<file path="src/rtl/lirq_pkg.sv">
// Shared constants for the local interrupt timer.
// Assumes a 32-bit register word and an 8-bit vector.
package lirq_pkg;

    // register selects shared by the read and the write port
    localparam logic [1:0] SEL_ENTRY = 2'd0;
    localparam logic [1:0] SEL_INIT  = 2'd1;
    localparam logic [1:0] SEL_DIV   = 2'd2;
    localparam logic [1:0] SEL_CURR  = 2'd3;

    // entry fields
    localparam int ENT_MASK_BIT     = 16;
    localparam int ENT_PERIODIC_BIT = 17;

    // divide register: only these bits are stored
    localparam logic [3:0] DIV_KEEP = 4'b1011;

    // width of the prescale shift; the divider spans 2^SHIFT_W - 1 bits
    localparam int SHIFT_W = 3;

    typedef enum logic {
        MODE_ONESHOT  = 1'b0,
        MODE_PERIODIC = 1'b1
    } lirq_mode_e;

    // fold the stored divide bits into the prescale shift
    function automatic logic [SHIFT_W-1:0] div_to_shift(input logic [3:0] div);
        logic [SHIFT_W-1:0] code;
        code = {div[3], div[1:0]};
        return code + SHIFT_W'(1);
    endfunction

endpackage

</file>
<file path="src/rtl/lirq_cfg_regs.sv">
// Register file of the timer: entry, initial count and divide setting.
// Assumes one write per cycle; select 3 is read-only and writes to it drop.
// Produces a load strobe on every initial-count write.
module lirq_cfg_regs
    import lirq_pkg::*;
#(
    parameter int DATA_W = 32
) (
    input  logic              clk,
    input  logic              rst_n,
    input  logic              wr_en,
    input  logic [1:0]        wr_sel,
    input  logic [DATA_W-1:0] wr_data,
    output logic [DATA_W-1:0] entry_q,
    output logic [DATA_W-1:0] init_q,
    output logic [3:0]        div_q,
    output logic              load
);

    localparam logic [DATA_W-1:0] ENTRY_RST = DATA_W'(1) << ENT_MASK_BIT;

    // initial-count write restarts the counter and divider
    assign load = wr_en && (wr_sel == SEL_INIT);

    // register update
    always_ff @(posedge clk) begin
        if (!rst_n) begin
            entry_q <= ENTRY_RST;
            init_q  <= '0;
            div_q   <= '0;
        end else if (wr_en) begin
            case (wr_sel)
                SEL_ENTRY: entry_q <= wr_data;
                SEL_INIT:  init_q  <= wr_data;
                SEL_DIV:   div_q   <= wr_data[3:0] & DIV_KEEP;
                default:   ;
            endcase
        end
    end


    div_bits_chk: assert property (@(posedge clk) disable iff (!rst_n)
        (div_q & ~DIV_KEEP) == 4'b0000);

endmodule

</file>
<file path="src/rtl/lirq_prescaler.sv">
// Free-running divider producing one tick every 2^shift cycles.
// Assumes shift is below 2^SHIFT_W; clear restarts the divider so the first
// tick arrives a full period after it.
module lirq_prescaler
    import lirq_pkg::*;
#(
    parameter int SW = SHIFT_W
) (
    input  logic          clk,
    input  logic          rst_n,
    input  logic          clear,
    input  logic [SW-1:0] shift,
    output logic          tick
);

    localparam int PRE_W = (1 << SW) - 1;

    logic [PRE_W-1:0] pre_q;
    logic [PRE_W-1:0] span;

    // bit g of the span is part of the divide window when g < shift
    for (genvar g = 0; g < PRE_W; g++) begin : g_span
        assign span[g] = (32'(shift) > g);
    end

    // tick when every bit inside the window is one
    assign tick = &(pre_q | ~span);

    // divider count
    always_ff @(posedge clk) begin
        if (!rst_n || clear) begin
            pre_q <= '0;
        end else begin
            pre_q <= pre_q + PRE_W'(1);
        end
    end


    pre_clear_chk: assert property (@(posedge clk) disable iff (!rst_n)
        clear && shift != '0 |=> !tick);

endmodule

</file>
<file path="src/rtl/lirq_downcounter.sv">
// Down counter with one-shot and periodic expiry and the request pulse.
// Assumes tick lasts one cycle; load has priority over tick.
// One-shot arms only for a nonzero load value; periodic reload of zero stops.
module lirq_downcounter
    import lirq_pkg::*;
#(
    parameter int CNT_W = 32,
    parameter int VEC_W = 8
) (
    input  logic             clk,
    input  logic             rst_n,
    input  logic             load,
    input  logic [CNT_W-1:0] load_val,
    input  logic [CNT_W-1:0] reload_val,
    input  logic             tick,
    input  lirq_mode_e       mode,
    input  logic             masked,
    input  logic [VEC_W-1:0] vector,
    output logic [CNT_W-1:0] cur_cnt,
    output logic             irq_pulse,
    output logic [VEC_W-1:0] irq_vector
);

    logic armed_q;
    logic at_zero;
    logic expire;

    assign at_zero = (cur_cnt == '0);

    // a tick that finds zero ends the period when a period is live
    always_comb begin
        expire = 1'b0;
        if (tick && at_zero && !load) begin
            if (mode == MODE_PERIODIC) expire = (reload_val != '0);
            else                       expire = armed_q;
        end
    end

    // count, arm flag and request
    always_ff @(posedge clk) begin
        if (!rst_n) begin
            cur_cnt    <= '0;
            armed_q    <= 1'b0;
            irq_pulse  <= 1'b0;
            irq_vector <= '0;
        end else begin
            irq_pulse <= expire && !masked;
            if (expire && !masked) irq_vector <= vector;
            if (load) begin
                cur_cnt <= load_val;
                armed_q <= (load_val != '0);
            end else if (tick) begin
                if (!at_zero) begin
                    cur_cnt <= cur_cnt - CNT_W'(1);
                end else if (expire) begin
                    if (mode == MODE_PERIODIC) cur_cnt <= reload_val;
                    else                       armed_q <= 1'b0;
                end
            end
        end
    end


    single_cycle_pulse_chk: assert property (@(posedge clk) disable iff (!rst_n)
        irq_pulse |=> !irq_pulse);


    idle_hold_chk: assert property (@(posedge clk) disable iff (!rst_n)
        !load && !tick |=> $stable(cur_cnt));


    oneshot_hold_chk: assert property (@(posedge clk) disable iff (!rst_n)
        mode == MODE_ONESHOT && at_zero && !load |=> cur_cnt == '0);

endmodule

</file>
<file path="src/rtl/local_irq_timer.sv">
// Top of the local interrupt timer: registers, prescaler and down counter.
// Assumes a single-cycle write strobe; readback is combinational.
module local_irq_timer
    import lirq_pkg::*;
#(
    parameter int DATA_W = 32,
    parameter int VEC_W  = 8
) (
    input  logic              clk,
    input  logic              rst_n,
    input  logic              wr_en,
    input  logic [1:0]        wr_sel,
    input  logic [DATA_W-1:0] wr_data,
    input  logic [1:0]        rd_sel,
    output logic [DATA_W-1:0] rd_data,
    output logic              irq_pulse,
    output logic [VEC_W-1:0]  irq_vector
);

    logic [DATA_W-1:0]  entry_q;
    logic [DATA_W-1:0]  init_q;
    logic [3:0]         div_q;
    logic               load;
    logic               tick;
    logic [DATA_W-1:0]  cur_cnt;
    logic [SHIFT_W-1:0] shift;
    lirq_mode_e         mode;

    lirq_cfg_regs #(.DATA_W(DATA_W)) u_regs (
        .clk     (clk),
        .rst_n   (rst_n),
        .wr_en   (wr_en),
        .wr_sel  (wr_sel),
        .wr_data (wr_data),
        .entry_q (entry_q),
        .init_q  (init_q),
        .div_q   (div_q),
        .load    (load)
    );

    assign shift = div_to_shift(div_q);
    assign mode  = lirq_mode_e'(entry_q[ENT_PERIODIC_BIT]);

    lirq_prescaler #(.SW(SHIFT_W)) u_pre (
        .clk   (clk),
        .rst_n (rst_n),
        .clear (load),
        .shift (shift),
        .tick  (tick)
    );

    lirq_downcounter #(.CNT_W(DATA_W), .VEC_W(VEC_W)) u_cnt (
        .clk        (clk),
        .rst_n      (rst_n),
        .load       (load),
        .load_val   (wr_data),
        .reload_val (init_q),
        .tick       (tick),
        .mode       (mode),
        .masked     (entry_q[ENT_MASK_BIT]),
        .vector     (entry_q[VEC_W-1:0]),
        .cur_cnt    (cur_cnt),
        .irq_pulse  (irq_pulse),
        .irq_vector (irq_vector)
    );

    // readback mux
    always_comb begin
        case (rd_sel)
            SEL_ENTRY: rd_data = entry_q;
            SEL_INIT:  rd_data = init_q;
            SEL_DIV:   rd_data = {{(DATA_W-4){1'b0}}, div_q};
            default:   rd_data = cur_cnt;
        endcase
    end


    masked_quiet_chk: assert property (@(posedge clk) disable iff (!rst_n)
        entry_q[ENT_MASK_BIT] |=> !irq_pulse);


    nonzero_init_chk: assert property (@(posedge clk) disable iff (!rst_n)
        irq_pulse |-> $past(init_q) != '0);

endmodule

</file>
<file path="config.mk">
export PLATFORM = sky130hd
export DESIGN_NAME = local_irq_timer
export DESIGN_NICKNAME = d
export VERILOG_FILES = /design/src/rtl/lirq_pkg.sv /design/src/rtl/lirq_cfg_regs.sv /design/src/rtl/lirq_prescaler.sv /design/src/rtl/lirq_downcounter.sv /design/src/rtl/local_irq_timer.sv
export SDC_FILE = /design/constraint.sdc
export NUM_CORES = 1
export LEC_CHECK = 0
export ABC_AREA = 1
export BUFFER_PORTS_ARGS = -buffer_cell sky130_fd_sc_hd__buf_2
export CAP_MARGIN = 20
export CORE_UTILIZATION = 30
export DETAILED_ROUTE_END_ITERATION = 6
export GPL_TIMING_DRIVEN = 0
export SLEW_MARGIN = 30
export SYNTH_ARGS = -nofsm -noshare
export SYNTH_HDL_FRONTEND = slang
export SYNTH_SLANG_ARGS = --single-unit
</file>
<file path="constraint.sdc">
create_clock -name clk -period 2.4 [get_ports clk]
set_input_delay 0 -clock clk [delete_from_list [all_inputs] [get_ports clk]]
set_output_delay 0 -clock clk [all_outputs]
set_load 0.005 [all_outputs]
</file>
# Word-level counts from Yosys, hierarchy flattened
# Cells that the tools add are included.
# totals
out_inout_bits	41
register_bits	116
elab_cells	62
# op_classes
mux	13
reduce_logical	22
eq_ne	7
bitwise	2
n_lt_le_gt_ge	7
addsub	3
# ops
cell	count
two-way mux 32 bit	5
case mux 32 bit (3 select lines)	1
nonzero test 32 bit	2
zero test 32 bit	1
subtractor 32 x 1 -> 32 bit, second input constant	1
greater-than comparator 3 bit, second input constant	3
adder 7 x 1 -> 7 bit, second input constant	1
two-way mux 1 bit	7
inverter 7 bit	1
OR 7 bit	1
AND reduction 7 bit	1
greater-than comparator 3 x 1 -> 1 bit, second input constant	2
greater-than comparator 3 x 2 -> 1 bit, second input constant	2
inequality test 3 x 2 -> 1 bit, second input constant	2
AND reduction 2 bit	3
nonzero test 2 bit	3
== test 2 x 1 -> 1 bit, second input constant	2
== test 2 bit, second input constant	2
logical AND 1 bit	4
zero test 2 bit	2
AND reduction 4 bit	1
adder 3 x 1 -> 3 bit, second input constant	1
zero test 1 bit	3
AND reduction 3 bit	1
other kinds (2)	2

# Longest topological paths before layout
# depth
ltp_word	12
mapped_depth	15

# Modules after synthesis
# Synthesis repeated with hierarchy kept, for this count alone.
# hier_totals
hier_cells	1306
area_unflattened_um2	7433.4
# modules_own_cells
mod	area_per_inst_um2	seq_area_each_um2	cells_each	instances
lirq_downcounter	3504.6	840.8	661	1
lirq_cfg_regs	2875.3	1341.3	436	1
local_irq_timer	665.6	0.0	150	1
lirq_prescaler	387.9	140.1	59	1

# Least setup slack after synthesis
# No wires, ideal clock.
# synth_timing
path_kind	flip-flop to flip-flop
startpoint	register u_regs.div_q[0]
endpoint	register u_cnt.cur_cnt[10]
period_less_slack_ns	2.058
stages_incl_launch_ff	14
path_slack_ns	0.342
t_arrival_ns	1.943
setup_time_ns	0.115
required_time_ns	2.285
cell_sequence	dfxtp_1 -> inv_1 -> ha_1 -> inv_1 -> nand2_1 -> nand2_1 -> a21oi_1 -> nor3_1 -> nand3_2 -> nand2_4 -> buf_2 -> nand3_1 -> nand2_1 -> nor2_1
# synth_via
elab_chain_len	10
elab_cells_between_ends	17
cone_classes	add/sub: 1; order compare: 7; eq/ne: 1; mux: 1; bitwise: 2; reduce/logical: 5
# synth_lines
element	line	text
from (decl)	lirq_cfg_regs.sv:16	output logic [3:0] div_q,
from (signal assigned)	lirq_cfg_regs.sv:35	SEL_DIV: div_q <= wr_data[3:0] & DIV_KEEP;
adder 3 x 1 -> 3 bit (*)	lirq_pkg.sv:30	return code + SHIFT_W'(1);
greater-than comparator 3 x 1 -> 1 bit (tied with other cells)	lirq_prescaler.sv:23	assign span[g] = (32'(shift) > g);
inverter 7 bit (*)	lirq_prescaler.sv:27	assign tick = &(pre_q | ~span);
OR 7 bit (*)	lirq_prescaler.sv:27	
AND reduction 7 bit (*)	lirq_prescaler.sv:27	
logical AND 1 bit (2 in a row)	lirq_downcounter.sv:33	if (tick && at_zero && !load) begin
two-way mux 1 bit	lirq_downcounter.sv:33	
inequality test 3 x 2 -> 1 bit (no line)	-	
AND reduction 3 bit (no line) (*)	-	
to (signal assigned)	lirq_downcounter.sv:50	cur_cnt <= load_val;
to (signal assigned)	lirq_downcounter.sv:54	cur_cnt <= cur_cnt - CNT_W'(1);
to (signal assigned)	lirq_downcounter.sv:56	if (mode == MODE_PERIODIC) cur_cnt <= reload_val;
to (decl)	lirq_downcounter.sv:19	output logic [CNT_W-1:0] cur_cnt,
# Mark *: on every way between the ends. The rest lies on a longest branch, timed or not.
# A chain may end at the register's enable or synchronous reset.

# Worst setup path in the final report
# layout_timing
startpoint	register u_cnt.cur_cnt[1]
endpoint	register u_cnt.cur_cnt[31]
# layout_via
elab_chain_len	6
elab_cells_between_ends	11
cone_classes	add/sub: 1; eq/ne: 2; mux: 4; reduce/logical: 4
# layout_lines
element
parallel branches: the longest is 6 deep, another holds subtractor 32 x 1 -> 32 bit
# Several ways; the timed one is not identified. The select of a mux whose other input is x is not followed.

==> summary.txt <==
Routing
  • Iteration-0 DRC Markers: 724
  • Final WL: 25270 µm
  • Drt pass-1 iters: 5
  • DRC: 0
  • Routed vias: 7540
  • Via density: 5.211
  • Wire length per cell: 17.47 µm
  • Post-route ant nets: 0

Logic synthesis
  • Mapped Cells: 1028
  • Seq/Total Area, Yosys: 0.3541
  • Synthesized area per cell: 6.380 µm²
  • Synth warnings: 0
  • Mapped cell area: 0.006559 mm²
  • Number of synthesized register bits: 116
  • Synth unique cells: 33
  • Post-synth net total: 1075

Floorplan
  • IO Pins: 80
  • Floorplan Core Area: 0.02122 mm²
  • Rows: 53
  • Die Width: 149.9 µm
  • Die H: 149.9 µm
  • Die ar.: 0.02246 mm²
  • Initial Utilization: 0.3091

CTS
  • Clock Latency Late Sink: 430 ps
  • Clock sinks: 116
  • Root buf cell: clkbuf_16
  • H-tree depth: 4
  • Post-CTS setup buffer count: 0
  • Max clock buf depth: 2
  • CTS Buf Count: 17
  • CTS tree: done
  • Clock-pin slew on the worst setup and hold paths: 60 ps

Setup path
  • Buffer and inverter count on the worst path: 1
  • Crit-path max FO: 5
  • R2R depth: 10
  • Critical Path Max Stage Delay: 450 ps
  • Critical Path AT: 2600 ps
  • Worst R2R Start: u_cnt.cur_cnt[1]
  • Critical Path Start Type: register
  • CP dominant cell by count: nor2_1
  • R2R Path End: u_cnt.cur_cnt[31]
  • Critical Path, Cell by Cell: inv_1 -> nand3_1 -> nor2_1 -> nand3_1 -> nor2_1 -> nand2_1 -> o21ai_0 -> nand2_1 -> nor2_1 -> nor2_1
  • Setup crit end kind: register
  • Total stage count of the critical path: 10
  • Family with the most delay on the worst path: simple AND/OR/NAND/NOR gates
  • R2r setup slk: 120 ps
  • Required @ worst endpoint: 2720 ps
  • Crit Path Class: register to register
  • CP endpoint: u_cnt.cur_cnt[31]
  • CP startpoint: u_cnt.cur_cnt[1]
  • Slowest cell on crit path: nor2_1

Status
  • Status: completed

Place
  • IO buf count: 78
  • Cell Area, Placed: 0.007293 mm²
  • Post-detail-place hpwl: 19200 µm
  • GPL Wtd Cong: 0.9330

STA
  • Worst slew pin tran: 831.7 ps
  • Max-slew headroom: 0.4455
  • Layout Skew: 8.434 ps
  • Final worst path period need: 2279 ps
  • Fmax: 438.8 MHz
  • RSZ-0062 raised after global routing: no
  • Hold violation total from the final report: 0
  • Fin. max-slew vios: 0
  • Final-report setup violation count: 0
  • Tcrit/Tclk final: 0.9495

Worst hold path
  • Worst min path class: primary input to register

Global routing
  • GR Overflow Total: 0
  • Largest net degree at the start of global routing: 17
  • GRT Overall Usage: 0.2326
  • Number of global-route vias before repair: 6880
  • First-pass GRT wire length: 38610 µm
  • Initial antenna violation count: 1

Pwr
  • Power Dens Cells: 778.4 mW/mm²
  • Peak supply drop: 0.4018 mV
  • Leak Pwr: 3.611 nW
  • Total power: 6.464 mW

Layout
  • Layout fillers: 2302
  • Share of layout cells above drive strength 1: 0.1271
  • Diode count: 0
  • Nets: 1206
  • Post-route cell area: 0.008304 mm²
  • Syn-to-layout area delta: 26.61%

Run
  • MaxCap Viol Count: 0
stage by stage:
stage | hold slack (ps) | setup TNS [ps] | util | setup WS (ps) | std cells
floorplan | 127.6 | 0 | - | 341.9 | 1028
global placement | 274.2 | -1301 | 0.3437 | -68.60 | 1381
detailed placement | 281.4 | -1961 | 0.3437 | -83.04 | 1381
CTS | 15.21 | 0 | 0.3900 | 17.94 | 1447
global route | 52.63 | 0 | 0.3913 | 3.202 | 1447
finish | 18.72 | 0 | 0.3913 | 121.3 | 1447
worst register-to-register path: cells and delay by family (launching register included):
family | cells | cell delay (ps)
buf+inv | 1 | 170
compound gates | 1 | 150
simple gates | 8 | 1550
flops | 1 | 310
logic make-up after synthesis:
logic type	Yosys count	share of synthesized area
AO/OA/AOI/OAI	225	0.1875
XOR/XNOR	21	0.02804
adder cells (fa/ha/maj)	8	0.01526
buffers and inverters	159	0.09519
flip-flops	116	0.3541
AND/OR/NAND/NOR	499	0.3199
final cells by class:
cell class,count,area [µm²],share of cell area
inverter,111,416.7,0.05017
timing repair buffer,112,730.7,0.08799
tap,275,344.1,0.04143
clock inverter,12,178.9,0.02155
multi-input combinational,753,3627,0.4368
buffer,48,226.5,0.02727
sequential,116,2323,0.2798
clock buffer,20,456.7,0.05499
timing repair:
action                                  4_1_cts  5_1_grt
endpoints found under the setup margin       40       40
gates resized for setup                       4       22
hold endpoints to repair                     57        0
hold buffers                                 34        0
layer usage:
metal,global-route usage,vias up,wire length (µm)
li1,-,3610,-
met1,0.3236,3513,11230
met2,0.3535,368,10950
met3,0.04299,49,2473
met4,0.08788,0,624
met5,0,-,0
registers in the layout (all words and copies together), names as in the netlist:
signal and flops:
u_cnt.irq_pulse 1, u_cnt.armed_q 1, u_regs.init_q 32, u_cnt.irq_vector 8, u_regs.div_q 3, u_cnt.cur_cnt 32, u_regs.entry_q 32, u_pre.pre_q 7
cell usage after synthesis (all sizes together):
cell type  count  area (µm²)
buf           14       80.08
ha             8       100.1
a21oi         96       480.5
nand2        229       874.6
nor3          11       66.32
nand3b         7       52.55
nand3         57       300.3
nor4           6       37.54
clkbuf        34       127.6
nand4          8       50.05
nor2         178       698.2
o2111ai        3       26.28
xor2          19       166.4
o21ai         87       435.4
clkinv         2       7.510
xnor2          2       17.52
or2            2       12.51
dfxtp        116        2322
o211ai        28       210.2
and3           1       6.260
inv          109       409.2
o21bai         7       52.55
o22ai          4       25.02
how the worst min path moves through the flow:
stage / startpoint / end / slack, ps / cells after the start
finish: wr_sel[0] / u_regs.div_q[0] / 20 / 4
global route: wr_sel[0] / u_regs.div_q[0] / 50 / 4
CTS: wr_sel[0] / u_regs.div_q[3] / 20 / 4
detailed placement: wr_data[24] / u_regs.entry_q[24] / 280 / 3
global placement: wr_data[26] / u_regs.entry_q[26] / 270 / 3
floorplan: wr_data[24] / u_regs.entry_q[24] / 130 / 2
cell usage in the layout (no fill, tap or decap), drive strengths merged:
master       instances
o211ai              28
clkinvlp             6
a21oi               96
xor2                19
nor2               178
nand3b               7
o22ai                4
inv                109
xnor2                2
o2111ai              3
nand3               57
nor3                11
o21bai               7
and3                 1
clkinv               4
o21ai               87
nand2              229
clkbuf              55
dlygate4sd3         34
buf                 91
nor4                 6
nand4                8
ha                   8
or2                  2
bufinv               4
dfxtp              116
report_power, final:
group          internal, mW  total (mW)  leakage [nW]  switching (mW)
Clock                  1.79        2.77         0.290           0.984
Combinational         0.531        1.49          2.37           0.964
Sequential             2.06        2.20         0.948           0.140
Total                  4.38        6.46          3.61            2.09
Power figures use the tool's default switching activity.
